**src/rtl/i2c_slv_flags_pkg.sv**
```systemverilog
package i2c_slv_flags_pkg;
    localparam int DW     = 8;
    localparam int AW     = 2;
    localparam int CMD_W  = 2;
    localparam int FLAG_N = 4;

    // status bit positions
    localparam int POS_DIF   = 7;
    localparam int POS_APIF  = 6;
    localparam int POS_HOLD  = 5;
    localparam int POS_RXACK = 4;
    localparam int POS_COLL  = 3;
    localparam int POS_BERR  = 2;
    localparam int POS_DIR   = 1;
    localparam int POS_AP    = 0;

    // sticky flag slots, index order used by the flag array
    localparam int SLOT_DIF  = 0;
    localparam int SLOT_APIF = 1;
    localparam int SLOT_COLL = 2;
    localparam int SLOT_BERR = 3;

    typedef enum logic [AW-1:0] {
        SEL_STATUS = 2'd0,
        SEL_DATA   = 2'd1,
        SEL_CMD    = 2'd2,
        SEL_NONE   = 2'd3
    } reg_sel_e;

    typedef struct packed {
        logic rxack;
        logic dir;
        logic ap;
    } aux_t;
endpackage

```
**src/rtl/i2c_slv_flag_cell.sv**
```systemverilog
module i2c_slv_flag_cell (
    input  logic clk,
    input  logic rst_n,
    input  logic set_i,
    input  logic clr_i,
    output logic flag_o
);
    logic flag_d, flag_q;

    // set has priority over clear
    always_comb begin
        flag_d = flag_q;
        if (clr_i) flag_d = 1'b0;
        if (set_i) flag_d = 1'b1;
    end

    always_ff @(posedge clk or negedge rst_n) begin
        if (!rst_n) flag_q <= 1'b0;
        else        flag_q <= flag_d;
    end

    assign flag_o = flag_q;
endmodule

```
**src/rtl/i2c_slv_access_dec.sv**
```systemverilog
module i2c_slv_access_dec
    import i2c_slv_flags_pkg::*;
(
    input  logic              reg_wr,
    input  logic              reg_rd,
    input  logic [AW-1:0]     reg_addr,
    input  logic [DW-1:0]     reg_wdata,
    output logic [FLAG_N-1:0] w1c_o,
    output logic              auto_clr_o
);
    localparam int SLOT_POS [FLAG_N] = '{POS_DIF, POS_APIF, POS_COLL, POS_BERR};

    logic status_wr, data_acc, cmd_ok;

    always_comb begin
        status_wr  = reg_wr && (reg_sel_e'(reg_addr) == SEL_STATUS);
        data_acc   = (reg_wr || reg_rd) && (reg_sel_e'(reg_addr) == SEL_DATA);
        cmd_ok     = reg_wdata[CMD_W-1] && (reg_wdata[DW-1:CMD_W] == '0);
        auto_clr_o = data_acc
                   || (reg_wr && (reg_sel_e'(reg_addr) == SEL_CMD) && cmd_ok);
    end

    for (genvar g = 0; g < FLAG_N; g++) begin : g_w1c
        assign w1c_o[g] = status_wr && reg_wdata[SLOT_POS[g]];
    end
endmodule

```
**src/rtl/i2c_slv_flags.sv**
```systemverilog
module i2c_slv_flags
    import i2c_slv_flags_pkg::*;
(
    input  logic          clk,
    input  logic          rst_n,
    input  logic          byte_done,
    input  logic          addr_match,
    input  logic          stop_det,
    input  logic          coll_det,
    input  logic          bus_err_det,
    input  logic          ack_valid,
    input  logic          ack_bit,
    input  logic          dir_in,
    input  logic          data_ien,
    input  logic          addr_ien,
    input  logic          reg_wr,
    input  logic          reg_rd,
    input  logic [AW-1:0] reg_addr,
    input  logic [DW-1:0] reg_wdata,
    output logic [DW-1:0] status_o,
    output logic          data_irq,
    output logic          addr_irq,
    output logic          scl_hold
);
    logic [FLAG_N-1:0] w1c, set_vec, clr_vec, flags;
    logic              auto_clr;
    aux_t              aux_d, aux_q;

    i2c_slv_access_dec u_dec (
        .reg_wr     (reg_wr),
        .reg_rd     (reg_rd),
        .reg_addr   (reg_addr),
        .reg_wdata  (reg_wdata),
        .w1c_o      (w1c),
        .auto_clr_o (auto_clr)
    );

    always_comb begin
        set_vec[SLOT_DIF]  = (byte_done && !bus_err_det) || coll_det;
        set_vec[SLOT_APIF] = addr_match || stop_det;
        set_vec[SLOT_COLL] = coll_det;
        set_vec[SLOT_BERR] = bus_err_det;
        clr_vec[SLOT_DIF]  = w1c[SLOT_DIF]  || auto_clr;
        clr_vec[SLOT_APIF] = w1c[SLOT_APIF] || auto_clr;
        clr_vec[SLOT_COLL] = w1c[SLOT_COLL];
        clr_vec[SLOT_BERR] = w1c[SLOT_BERR];
    end

    for (genvar g = 0; g < FLAG_N; g++) begin : g_flag
        i2c_slv_flag_cell u_cell (
            .clk    (clk),
            .rst_n  (rst_n),
            .set_i  (set_vec[g]),
            .clr_i  (clr_vec[g]),
            .flag_o (flags[g])
        );
    end

    // R4 R8 side fields
    always_comb begin
        aux_d = aux_q;
        if (ack_valid) aux_d.rxack = ack_bit;
        if (set_vec[SLOT_APIF]) begin
            aux_d.dir = dir_in;
            aux_d.ap  = addr_match;
        end
    end

    always_ff @(posedge clk or negedge rst_n) begin
        if (!rst_n) aux_q <= '0;
        else        aux_q <= aux_d;
    end

    always_comb begin
        status_o            = '0;
        status_o[POS_DIF]   = flags[SLOT_DIF];
        status_o[POS_APIF]  = flags[SLOT_APIF];
        status_o[POS_HOLD]  = flags[SLOT_DIF] || flags[SLOT_APIF];
        status_o[POS_RXACK] = aux_q.rxack;
        status_o[POS_COLL]  = flags[SLOT_COLL];
        status_o[POS_BERR]  = flags[SLOT_BERR];
        status_o[POS_DIR]   = aux_q.dir;
        status_o[POS_AP]    = aux_q.ap;
        scl_hold            = flags[SLOT_DIF] || flags[SLOT_APIF];
        data_irq            = flags[SLOT_DIF] && data_ien;
        addr_irq            = flags[SLOT_APIF] && addr_ien;
    end
endmodule

```
**config.mk**
```make
export PLATFORM = sky130hd
export DESIGN_NAME = i2c_slv_flags
export DESIGN_NICKNAME = d
export VERILOG_FILES = /design/src/rtl/i2c_slv_flags_pkg.sv /design/src/rtl/i2c_slv_flag_cell.sv /design/src/rtl/i2c_slv_access_dec.sv /design/src/rtl/i2c_slv_flags.sv
export SDC_FILE = /design/constraint.sdc
export NUM_CORES = 1
export LEC_CHECK = 0
export ABC_AREA = 1
export BUFFER_PORTS_ARGS = -buffer_cell sky130_fd_sc_hd__buf_2
export CAP_MARGIN = 20
export CORE_AREA = 2 2 39 41
export DETAILED_ROUTE_END_ITERATION = 8
export DIE_AREA = 0 0 41 43
export GPL_TIMING_DRIVEN = 0
export PLACE_DENSITY_LB_ADDON = 0.12
export SYNTH_ARGS = -nofsm -noshare
export SYNTH_HDL_FRONTEND = slang
export SYNTH_SLANG_ARGS = --single-unit
```
**constraint.sdc**
```tcl
create_clock -name clk -period 1.1 [get_ports clk]
set_input_delay 0.22 -clock clk [delete_from_list [all_inputs] [get_ports clk]]
set_output_delay 0.22 -clock clk [all_outputs]
set_load 0.1 [all_outputs]
```
==> metrics.cfg <==
[status]
status=finished with violations
violations=setup timing

[routing]
drtIter0Drc=0
wire_per_inst_microns=8.94
postRouteAntennaNets=0
dr_total_vias=449
drt-total-wl_microns=992
drc=0
drt_pass1_iterations=1
drt-vias-per-instance=4.05

[finish]
final_cell_mix=22 x buf_2, 13 x nand2_1, 7 x inv_1
num_antenna_cells=0
drive_gt1_share_pct=58.9
fin_nets=120
final_common_cell=buf_2
area_delta_synth_final_pct=91.0
fin_util_pct=57.3

[pwr]
power.density_nw_per_um2=1130
switchingPower_uw=347
pwr-share-comb_pct=41.9
p_leak_uw=0.000420
pwr-share-seq_pct=32.2
switching_share_pct=38.7
p_int_uw=550
ir_drop_mv=0.559
clkPwrFrac_pct=25.9

[synth]
syn-num-nets=81
synth_area_sq_um=415
yosysSeqAreaShare_pct=42.2
synth_seq_cells=7
synth_cell_types=13
ys_warn_count=0
synthCells=57
syn_avg_cell_area_sq_um=7.29

[critical_path]
start_kind=register
slowest_stage=dfrtp_1
endpoint_kind=primary output
cp_max_fo=4
critPathKind=reg -> out
reg2reg_slack_ps=290
cp_cell_sequence=or2_4 -> buf_6 -> buf_12
worstPathRequired_ps=880
arrival_ps=1180
crit_path_max_incr_delay_ps=410
cpLargestDelayFamily=flip-flops
path_buf_inv=2

[grt]
grt_util_all_layers_pct=13.5
grt_antenna_before_repair=0
grt_pass1_wl_microns=1590
grt_overflow=0
grt_pass1_vias=419
grt_max_degree=8

[sta]
slew_viol_final=0
min_period_ps=1400
grt_setup_unrepaired=yes
post-route-period-util_pct=127
fmax_mhz=715
hold_violations=0
skew_ps=0
setup_ws_ps=-298
timing.slew.headroom_pct=81.6
setup_violations=6
hold_ws_ps=160
worst_pin_slew_ps=278

[cts]
cts_sinks=7
path_clk_slew_ps=50
clock_latency_ps=240
cts_root_buffer=clkbuf_4
htreeDepth=1
numCtsBuffers=3
clk_path_buf_depth=2
tritoncts=done

[floorplan]
initial_core_util_pct=30.0
rows=14
ioPinCount=35
dieWidth_microns=41
coreArea_sq_um=1380
die-area_sq_um=1760
fp.dieH_microns=43

[worst_hold_path]
worstHoldPathType=in -> reg

[placement]
gp_congestion=0.684
dpl.hpwl_microns=743
place_ws_ps=-161
io_buffers=33

[flow_run]
cap_violations=0

## final timing paths
kind,startpoint,to,depth (start not counted)
hold / removal,addr_match,status_o[0],2
hold reg to reg,status_o[0],status_o[0],1
setup / recovery,g_flag[1].u_cell.flag_o,status_o[5],3
max in group asynchronous,rst_n,status_o[0],2
min in group asynchronous,rst_n,status_o[4],2
setup reg to reg,status_o[1],status_o[1],1
## layout make-up
cell class                 count  area (sq um)
inverter                      14          60.1
multi-input combinational     31           163
fill                         144           591
sequential                     7           179
tap                           16          20.0
timing repair buffer          36           312
clock buffer                   4          26.3
buffer                         3          33.8
## power by group through the flow
stage / clock, uW / combinational (uW) / sequential, uW
floorplan: 0 / 163 / 357
global placement: 0 / 304 / 288
detailed placement: 0 / 306 / 289
CTS: 242 / 374 / 289
global route: 258 / 399 / 291
finish: 232 / 376 / 289
## layer usage
layer	vias to the layer above	global-route usage, %	wire [microns]
li1	240	-	-
met1	191	14.6	375
met2	18	21.9	534
met3	0	3.66	82
met4	0	8.00	0
met5	-	0	0
## per-stage QoR
stage	power [uW]	cells	instance area (sq um)	setup TNS, ps
after global routing	948	111	793	-1420
after global placement	592	106	614	-307
final	897	111	793	-1140
after detailed placement	595	106	614	-354
after CTS	904	111	786	-1220
after floorplan	520	57	429	-181
## cells in the mapped netlist, drive strengths merged
cell type | number | share of area, %
a21o | 1 | 1.8
a21oi | 2 | 2.4
buf | 5 | 9.0
dfrtp | 7 | 42
inv | 14 | 13
mux2 | 2 | 5.4
nand2 | 16 | 15
nor2 | 5 | 5.1
o21ai | 4 | 4.8
or2 | 1 | 1.5
## cells by family after synthesis
logic type             after synthesis  share of synthesized area, %
AO/OA/AOI/OAI                        7                          9.04
buffers and inverters               19                          21.7
flip-flops                           7                          42.2
multiplexers                         2                          5.42
AND/OR/NAND/NOR                     22                          21.7
## timing repair
action	4_1_cts	5_1_grt
resized for setup	38	2
hold buffers	1	0
gates cloned	0	0
buffers inserted	2	0
pin swaps	1	0
endpoints found under the setup margin	11	6
hold endpoints to repair	7	0
## state kept, by name, indices dropped and copies added (netlist names)
register,flops
g_flag.u_cell.flag_o,4
status_o,3
No activity file was read; power rests on OpenSTA's default activity.
